`src/rtl/crc_pkg.sv`:
```
package crc_pkg;
  localparam int unsigned CRC_W   = 16;
  localparam int unsigned LEN_W   = $clog2(CRC_W);
  localparam int unsigned DEEP    = 16;
  localparam int unsigned SHALLOW = 8;
  localparam int unsigned SPLIT   = 7;
  localparam int unsigned PTR_W   = $clog2(DEEP);
  localparam int unsigned CNT_W   = PTR_W + 1;

  typedef logic [CRC_W-1:0] crc_t;
  typedef logic [LEN_W-1:0] len_t;
  typedef logic [PTR_W-1:0] ptr_t;
  typedef logic [CNT_W-1:0] cnt_t;

  function automatic logic is_shallow(len_t len);
    return int'(len) > SPLIT;
  endfunction

  function automatic cnt_t depth_of(len_t len);
    return is_shallow(len) ? cnt_t'(SHALLOW) : cnt_t'(DEEP);
  endfunction

  function automatic crc_t len_mask(len_t len);
    crc_t m;
    for (int i = 0; i < CRC_W; i++) m[i] = (i <= int'(len));
    return m;
  endfunction

  function automatic crc_t lfsr_next(crc_t cur, crc_t taps, len_t len, logic din);
    logic fb;
    crc_t nx;
    fb = cur[len] ^ din;
    nx = {cur[CRC_W-2:0], 1'b0};
    if (fb) nx = nx ^ taps;
    return nx & len_mask(len);
  endfunction

  function automatic ptr_t ptr_bump(ptr_t p, logic shallow);
    ptr_t nx;
    nx = p + 1'b1;
    if (shallow && nx == ptr_t'(SHALLOW)) nx = '0;
    return nx;
  endfunction
endpackage

```
`src/rtl/crc_word_fifo.sv`:
```
module crc_word_fifo
  import crc_pkg::*;
(
  input  logic clk,
  input  logic rst_n,
  input  logic clr,
  input  logic wrap,
  input  logic push,
  input  logic pop,
  input  logic shallow,
  input  crc_t wdata,
  output crc_t head,
  output cnt_t count
);
  crc_t mem [DEEP];
  ptr_t wr_ptr, rd_ptr;

  always_ff @(posedge clk) begin
    if (push) mem[wr_ptr] <= wdata;
  end

  always_ff @(posedge clk or negedge rst_n) begin
    if (!rst_n) begin
      wr_ptr <= '0;
      rd_ptr <= '0;
      count  <= '0;
    end else if (clr || wrap) begin
      wr_ptr <= '0;
      rd_ptr <= '0;
      count  <= '0;
    end else begin
      if (push) wr_ptr <= ptr_bump(wr_ptr, shallow);
      if (pop)  rd_ptr <= ptr_bump(rd_ptr, shallow);
      case ({push, pop})
        2'b10:   count <= count + 1'b1;
        2'b01:   count <= count - 1'b1;
        default: count <= count;
      endcase
    end
  end

  assign head = mem[rd_ptr];

  assert_cnt_bound_R3: assert property (@(posedge clk) disable iff (!rst_n)
    count <= cnt_t'(DEEP));
  assert_cnt_up_R3: assert property (@(posedge clk) disable iff (!rst_n)
    (push && !pop && !clr && !wrap) |=> count == $past(count) + 1'b1);
  assert_pop_nonempty_R4: assert property (@(posedge clk) disable iff (!rst_n)
    pop |-> count != '0);
endmodule

```
`src/rtl/crc_lfsr_core.sv`:
```
module crc_lfsr_core
  import crc_pkg::*;
(
  input  logic clk,
  input  logic rst_n,
  input  logic clr,
  input  logic step,
  input  logic din,
  input  len_t len,
  input  crc_t taps,
  output crc_t crc_q
);
  always_ff @(posedge clk or negedge rst_n) begin
    if (!rst_n)    crc_q <= '0;
    else if (clr)  crc_q <= '0;
    else if (step) crc_q <= lfsr_next(crc_q, taps, len, din);
  end

  assert_hold_R4: assert property (@(posedge clk) disable iff (!rst_n)
    (!step && !clr) |=> $stable(crc_q));
  assert_width_R1: assert property (@(posedge clk) disable iff (!rst_n)
    $past(step) |-> (crc_q & ~len_mask($past(len))) == '0);
endmodule

```
`src/rtl/crc_fifo_engine.sv`:
```
module crc_fifo_engine
  import crc_pkg::*;
(
  input  logic        clk,
  input  logic        rst_n,
  input  logic        sync_clr,
  input  logic [3:0]  cfg_len,
  input  logic [15:0] cfg_taps,
  input  logic        wr_en,
  input  logic [15:0] wr_data,
  input  logic        go,
  input  logic        sleep,
  input  logic        idle,
  input  logic        idle_stop,
  output logic [4:0]  cnt,
  output logic        full,
  output logic        empty,
  output logic        irq,
  output logic [15:0] crc_out
);
  logic active, frozen, wrap, push, step, last, din;
  cnt_t depth, cnt_q;
  crc_t head, crc_q;
  len_t bit_idx;

  assign frozen = sleep || (idle && idle_stop);
  assign active = !frozen && !sync_clr;
  assign depth  = depth_of(cfg_len);
  assign wrap   = active && wr_en && (cnt_q == depth);
  assign push   = active && wr_en && !wrap;
  assign step   = active && go && (cnt_q != '0) && !wrap;
  assign last   = step && (bit_idx == cfg_len);
  assign din    = head[len_t'(cfg_len - bit_idx)];

  crc_word_fifo u_fifo (
    .clk(clk), .rst_n(rst_n), .clr(sync_clr), .wrap(wrap),
    .push(push), .pop(last), .shallow(is_shallow(cfg_len)),
    .wdata(wr_data), .head(head), .count(cnt_q)
  );

  crc_lfsr_core u_lfsr (
    .clk(clk), .rst_n(rst_n), .clr(sync_clr), .step(step),
    .din(din), .len(cfg_len), .taps(cfg_taps), .crc_q(crc_q)
  );

  always_ff @(posedge clk or negedge rst_n) begin
    if (!rst_n) begin
      bit_idx <= '0;
      irq     <= 1'b0;
    end else begin
      if (sync_clr || wrap) bit_idx <= '0;
      else if (step)        bit_idx <= last ? '0 : bit_idx + 1'b1;
      irq <= last && !push && (cnt_q == cnt_t'(1));
    end
  end

  assign cnt     = cnt_q;
  assign full    = (cnt_q == depth);
  assign empty   = (cnt_q == '0);
  assign crc_out = crc_q & len_mask(cfg_len);

  assert_freeze_R8: assert property (@(posedge clk) disable iff (!rst_n)
    (frozen && !sync_clr) |=> ($stable(cnt_q) && $stable(crc_q) && !irq));
  assert_wrap_quiet_R6: assert property (@(posedge clk) disable iff (!rst_n)
    wrap |=> (cnt_q == '0 && !irq));
  assert_irq_source_R7: assert property (@(posedge clk) disable iff (!rst_n)
    irq |-> (cnt_q == '0 && $past(cnt_q) == cnt_t'(1)));
  assert_clear_R9: assert property (@(posedge clk) disable iff (!rst_n)
    sync_clr |=> (cnt_q == '0 && crc_q == '0));
endmodule

```
`config.mk`:
```
export PLATFORM = sky130hd
export DESIGN_NAME = crc_fifo_engine
export DESIGN_NICKNAME = d
export VERILOG_FILES = /design/src/rtl/crc_pkg.sv /design/src/rtl/crc_word_fifo.sv /design/src/rtl/crc_lfsr_core.sv /design/src/rtl/crc_fifo_engine.sv
export SDC_FILE = /design/constraint.sdc
export NUM_CORES = 1
export LEC_CHECK = 0
export BUFFER_PORTS_ARGS = -buffer_cell sky130_fd_sc_hd__clkbuf_2
export CORE_UTILIZATION = 45
export DETAILED_ROUTE_END_ITERATION = 8
export GPL_ROUTABILITY_DRIVEN = 0
export RECOVER_POWER = 100
export SLEW_MARGIN = 25
export SYNTH_ARGS = -nofsm -noshare
export SYNTH_HDL_FRONTEND = slang
export SYNTH_SLANG_ARGS = --single-unit
```
`constraint.sdc`:
```
create_clock -name clk -period 6.4 [get_ports clk]
set_clock_uncertainty 0.1 [all_clocks]
set_input_delay 0.32 -clock clk [delete_from_list [all_inputs] [get_ports clk]]
set_output_delay 0.32 -clock clk [all_outputs]
set_load 0.01 [all_outputs]
```
=== After elaboration in Yosys (flattened, before gate mapping) ===
Memories as Yosys holds them, arrays and structs flattened.
Index checks and enable logic that the tools add are counted.

* Memories: 1
* Register bits: 34
* Bits in latches: 0
* ROM bits: 0
* Input port bits: 44
* Bits in writable memories: 256
* Logic and storage cells: 91
* Output and inout bits: 24

{| class="wikitable"
|+ Memories
! memory !! words !! bits a word !! rd ports !! clocked after memory_dff !! wr ports !! RTL line !! source
|-
| u_fifo.mem || 16 || 16 || 1 || 0 || 1 || crc_word_fifo.sv:15 || <nowiki>crc_t mem [DEEP];</nowiki>
|}

* Reduce and logical (&&, ||, !) cells: 26
* Divide/modulo/power cells: 0
* Magnitude comparators: 18
* Add/sub/neg operators: 6
* Shift operators: 0
* Bitwise operators: 4
* Eq/ne operators: 7
* Multiplexer cells: 23
* $mul: 0

{| class="wikitable"
|+ Operators by type and width
! operator !! number
|-
| $mux W16 || 5
|-
| $mux W4 || 9
|-
| $and A16 B16 Y16 || 2
|-
| $le A4 B4 Y1 const A || 8
|-
| $le A3 B4 Y1 const A || 4
|-
| $xor A16 B16 Y16 || 1
|-
| $logic_and A1 B1 Y1 || 13
|-
| $add A4 B1 Y4 const B || 3
|-
| $lt A4 B5 Y1 const B || 2
|-
| $mux W5 || 2
|-
| $pmux W5 S2 || 1
|-
| $bmux W1 S4 || 2
|-
| $eq A4 B4 Y1 const B || 2
|-
| $le A2 B4 Y1 const A || 2
|-
| $reduce_bool A2 Y1 || 4
|-
| $add A5 B1 Y5 const B || 1
|-
| $eq A5 B1 Y1 const B || 1
|-
| $eq A5 B5 Y1 || 1
|-
| $logic_not A5 Y1 || 1
|-
| $reduce_bool A5 Y1 || 1
|-
| $sub A5 B1 Y5 const B || 1
|-
| $eq A4 B4 Y1 || 1
|-
| $gt A4 B3 Y1 const B || 1
|-
| $le A1 B4 Y1 const A || 1
|-
| other kinds (8) || 15
|}

=== Longest topological paths before layout ===
* Depth in word-level cells: 13
* Mapped depth: 18
* Depth with buffers taken out: 13

=== By module ===
A second synthesis with hierarchy kept.

* Cell total of the unflattened synthesis: 724
* Area total of the unflattened synthesis: 12,455.7 sq um

{| class="wikitable"
|+ Modules (own cells, without submodules)
! module !! area an instance (sq um) !! cells each !! instances !! sequential area each (sq um)
|-
| crc_word_fifo || 10,555.1 || 518 || 1 || 8,012.7
|-
| crc_lfsr_core || 1,123.6 || 115 || 1 || 400.4
|-
| crc_fifo_engine || 777.0 || 91 || 1 || 125.1
|}

=== Worst setup path before layout ===
No wires, ideal clock.

* Path kind: input to register
* Start: in cfg_len[0]
* End: reg u_lfsr.crc_q[0]
* Stages: 16
* Data arrival time: 3.559 ns
* Setup slack: 2.619 ns
* Setup time: 0.122 ns
* Required time: 6.178 ns
* Path buffers: 4
* Cell sequence: clkbuf_1 -> inv_1 -> ha_1 -> inv_1 -> fa_1 -> clkbuf_1 -> and3_1 -> a31oi_1 -> o21ai_0 -> or4_1 -> o32a_1 -> and3b_1 -> buf_6 -> or2_1 -> buf_6 -> a32o_1

* Word-level cells in the longest chain between the ends: 10
* Elaborated cells on any way between the ends: 19
* Classes of those cells: 1 x add/sub; 1 x order compare; 1 x eq/ne; 10 x mux; 2 x bitwise; 4 x reduce/logical

{| class="wikitable"
|+ Ends and longest elaborated chain
! element !! RTL line !! source
|-
| start, declared || crc_fifo_engine.sv:7 || <nowiki>input logic [3:0] cfg_len,</nowiki>
|-
| $sub A4 B4 Y4 || crc_fifo_engine.sv:33 || <nowiki>assign din = head[len_t'(cfg_len - bit_idx)];</nowiki>
|-
| $bmux W1 S4 || crc_fifo_engine.sv:33 ||
|-
| $mux W1 (implied by the code) || crc_fifo_engine.sv:33 ||
|-
| $xor A1 B1 Y1 || crc_pkg.sv:32 || <nowiki>fb = cur[len] ^ din;</nowiki>
|-
| $mux W16 || crc_pkg.sv:34 || <nowiki>if (fb) nx = nx ^ taps;</nowiki>
|-
| $mux W16 || crc_lfsr_core.sv:16 || <nowiki>else if (step) crc_q <= lfsr_next(crc_q, taps, len, din);</nowiki>
|-
| $mux W16 || crc_lfsr_core.sv:15 || <nowiki>else if (clr) crc_q <= '0;</nowiki>
|-
| $and A16 B16 Y16 || crc_pkg.sv:35 || <nowiki>return nx & len_mask(len);</nowiki>
|-
| $mux W16 || crc_lfsr_core.sv:16 ||
|-
| $mux W16 || crc_lfsr_core.sv:15 ||
|-
| end signal, assigned || crc_lfsr_core.sv:16 ||
|-
| end, declared || crc_lfsr_core.sv:11 || <nowiki>output crc_t crc_q</nowiki>
|}

Several ways; a longest one is shown, not always the timed one. The select of a mux whose other input is x is not followed.
A chain may end at the register's enable or synchronous reset.

=== Worst setup path after layout ===
* Start: reg bit_idx[0]
* End: reg u_lfsr.crc_q[4]

* Word-level cells in the longest chain between the ends: 10

{| class="wikitable"
|+ Ends and longest elaborated chain
! element !! RTL line !! source
|-
| start, declared || crc_fifo_engine.sv:24 || <nowiki>len_t bit_idx;</nowiki>
|-
| start signal, assigned || crc_fifo_engine.sv:52 || <nowiki>else if (step) bit_idx <= last ? '0 : bit_idx + 1'b1;</nowiki>
|-
| $sub A4 B4 Y4 || crc_fifo_engine.sv:33 ||
|-
| $bmux W1 S4 || crc_fifo_engine.sv:33 ||
|-
| $mux W1 (implied by the code) || crc_fifo_engine.sv:33 ||
|-
| $xor A1 B1 Y1 || crc_pkg.sv:32 ||
|-
| $mux W16 || crc_pkg.sv:34 ||
|-
| $mux W16 || crc_lfsr_core.sv:16 ||
|-
| $mux W16 || crc_lfsr_core.sv:15 ||
|-
| $and A16 B16 Y16 || crc_pkg.sv:35 ||
|-
| $mux W16 || crc_lfsr_core.sv:16 ||
|-
| $mux W16 || crc_lfsr_core.sv:15 ||
|}

No other way between the ends. The select of a mux whose other input is x is not followed.

==> results.toml <==
[status]
outcome = "complete, but fails checks"
violations = "capacitance limit, slew limit"

[yosys]
synth_edf_count = 256
syn_nets = 828
ys.flop_type = "edfxtp_1"
ys_types = 61
ys_seq_elements = 290
yosysWarningCount = 0
avgSynthCellArea_um2 = 16.39
seq_area_frac_synth_pct = 67.83
synthCells = 768
netlist_area_mm2 = 0.01259
async_flop_share_pct = 11.72

[floorplan]
initial_utilization_pct = 46.32
die_x_um = 169.3
row_count = 60
io_pins = 68
die_area_mm2 = 0.02865
fp.coreArea_mm2 = 0.02718
dieHeight_um = 169.3

[finish]
final_common_cell = "edfxtp_1"
num_antenna_cells = 0
multi_input_area_mm2 = 0.003749
final_util_pct = 52.76
seqCellArea_mm2 = 0.008543
stdcell_count = 1253
synthToLayoutAreaGrowth_pct = 13.91
nets = 918
final_layout_size_suffix_gt1_share_pct = 18.39
fill_cells = 2249
final_cell_mix = "256 x edfxtp_1, 68 x mux4_2, 60 x clkbuf_1"

[placement]
hpwl_mm = 17.23
placed_cells = 1184
io_buffer_count = 67

[worst_setup_path]
cp_slowest_cell = "or2_0"
cp_cell_sequence = "ha_1, inv_1, fa_1, nor2_1, and3_1, a21oi_1, o21ai_0, or4_1, o32a_1, a21boi_1, clkbuf_1, or2_0, o211ai_1"
crit_path_end_kind = "flop"
cp.required_ns = 6.69
cpPeakStageDelay_ns = 1.00
crit_family = "simple AND/OR/NAND/NOR gates"
cp_max_fo = 16
critPathLaunchType = "flop"
cp_data_arrival_time_ns = 5.49
path_class = "reg2reg"
crit_buf_inv = 2

[pwr]
swShare_pct = 20.67
power.share.clock_pct = 44.1
seqPwrFrac_pct = 52.5
p_leak_nw = 4.714
max-vdd-ir-drop_mv = 0.2119
switching_power_mw = 0.8141
p_comb_share_pct = 3.3
power.internal_mw = 3.125
p_per_area_mw_per_mm2 = 274.7

[sta]
holdWs_ns = 0.01933
hold_viol_final = 0
fin_crit_ns = 5.197
max_freq_ghz = 0.1924
timing.final.crit_share_pct = 81.20
rsz0062_at_grt = "no"
max_slew_margin_pct = -34.87
setup_violations = 0
drv_slew = 51
finalSetupTns_ns = 0
worst_pin_slew_ns = 2.023

[clock_tree]
htree_levels = 1
cts_resized = 0
cts_buffers = 30
cts_buffer_depth = 3
insertion_delay_ns = 0.57
root_buffer = "clkbuf_16"
cts_tree = "built"
clk_pin_slew_ns = 0.06
postCtsSetupRepairBufs = 0
cts_sinks = 290

[run]
max_cap_viol_count = 4

[grt]
grtUsageTotal_pct = 20.42
globalRoute.totalOverflow = 0
antenna_found_initial = 0
grt_pass1_wl_mm = 43.83
grt_max_degree = 45
grt_pass1_vias = 7410

[drt]
drt_iter0_drc = 700
drt_first_pass_iters = 5
vias = 7264
drc = 0
ant_nets = 0
wl_per_cell_um = 22.73
totalWireLength_mm = 28.48
viasPerCell = 5.797

[hold_path]
hold_class = "in2reg"
## layer usage
metal	GRT usage, %	vias to the layer above	share of wire [%]
met3	2.682	54	4.9
li1	-	3225	-
met2	34.42	242	50
met5	0	-	0
met1	27.90	3743	43
met4	5.875	0	2.7
## tightest hold or removal path, stage by stage
cell and delay [ns]:
clkbuf_2 0.10, nor2_1 0.10, a21oi_1 0.05, o211ai_1 0.07
## cell type report
cell class                 instances  share of cell area [%]
sequential                       290                   59.58
multi-input combinational        416                   26.14
clock buffer                      34                   5.340
timing repair buffer             102                   3.630
tap                              372                   3.246
clock inverter                    21                   1.588
inverter                          18                  0.4712
## registers in the layout (all words and copies together), names as in the netlist
register / count
u_fifo.mem: 256
u_lfsr.crc_q: 16
u_fifo.count: 5
bit_idx: 4
u_fifo.rd_ptr: 4
u_fifo.wr_ptr: 4
irq: 1
## power groups by stage
| stage | sequential (mW) | combinational (mW) | clock (mW) |
|---|---|---|---|
| after floorplan | 2.11 | 0.0727 | 0 |
| after global placement | 2.11 | 0.122 | 0 |
| after detailed placement | 2.11 | 0.128 | 0 |
| after CTS | 2.07 | 0.135 | 1.77 |
| after global routing | 2.07 | 0.144 | 1.84 |
| final | 2.07 | 0.131 | 1.74 |
## final timing paths
path | startpoint | end | slack (ns) | depth (start not counted)
worst min-delay path | cfg_taps[15] | u_lfsr.crc_q[15] | 0.02 | 4
min in group asynchronous | rst_n | bit_idx[3] | 0.77 | 2
worst max register to register | bit_idx[0] | u_lfsr.crc_q[4] | 1.20 | 13
worst max-delay path | bit_idx[0] | u_lfsr.crc_q[4] | 1.20 | 13
worst min register to register | u_lfsr.crc_q[15] | u_lfsr.crc_q[15] | 0.45 | 2
max in group asynchronous | rst_n | u_fifo.rd_ptr[0] | 4.00 | 2
## cells by family after synthesis
kind of cell | after synthesis | synth area share [%]
buffers and inverters | 62 | 2.375
xor gates and xnor gates | 13 | 0.9045
adders and majority gates | 16 | 1.650
and+or+nand+nor | 195 | 7.822
DFF | 290 | 67.83
AOI/OAI and AO/OA | 112 | 6.272
muxes | 80 | 13.15
## repair_timing
item | in CTS | in global routing
hold endpoints to repair | 47 | 0
setup endpoints to repair | 0 | 0
hold buffers | 14 | 0
## synthesized netlist by cell type, drive strengths merged (5+ instances only)
master	n	area share (%)
buf	16	1.0
dfrtp	34	6.8
o2111ai	5	0.35
mux4	68	12
and2	7	0.35
o21ai	19	0.76
nand3	20	0.80
a22oi	13	0.78
xnor2	9	0.63
nand4	5	0.25
nor4b	5	0.35
nand2	44	1.3
nor2	51	1.5
nor2b	11	0.55
o211ai	15	1.3
edfxtp	256	61
a21oi	31	1.2
nor3	11	0.44
mux2i	9	0.72
nor4	9	0.45
ha	15	1.5
inv	17	0.51
and3	8	0.40
clkbuf	28	0.83
## through the flow
step	worst slack (ns)	total power [mW]	instance area (µm²)
after floorplan	2.619	2.181	12590
after global placement	1.895	2.231	13410
after detailed placement	1.706	2.237	13410
after CTS	1.871	3.972	14550
after global routing	0.8505	4.054	14340
final	1.203	3.939	14340
Note: power is estimated with default switching activity, not from simulation.
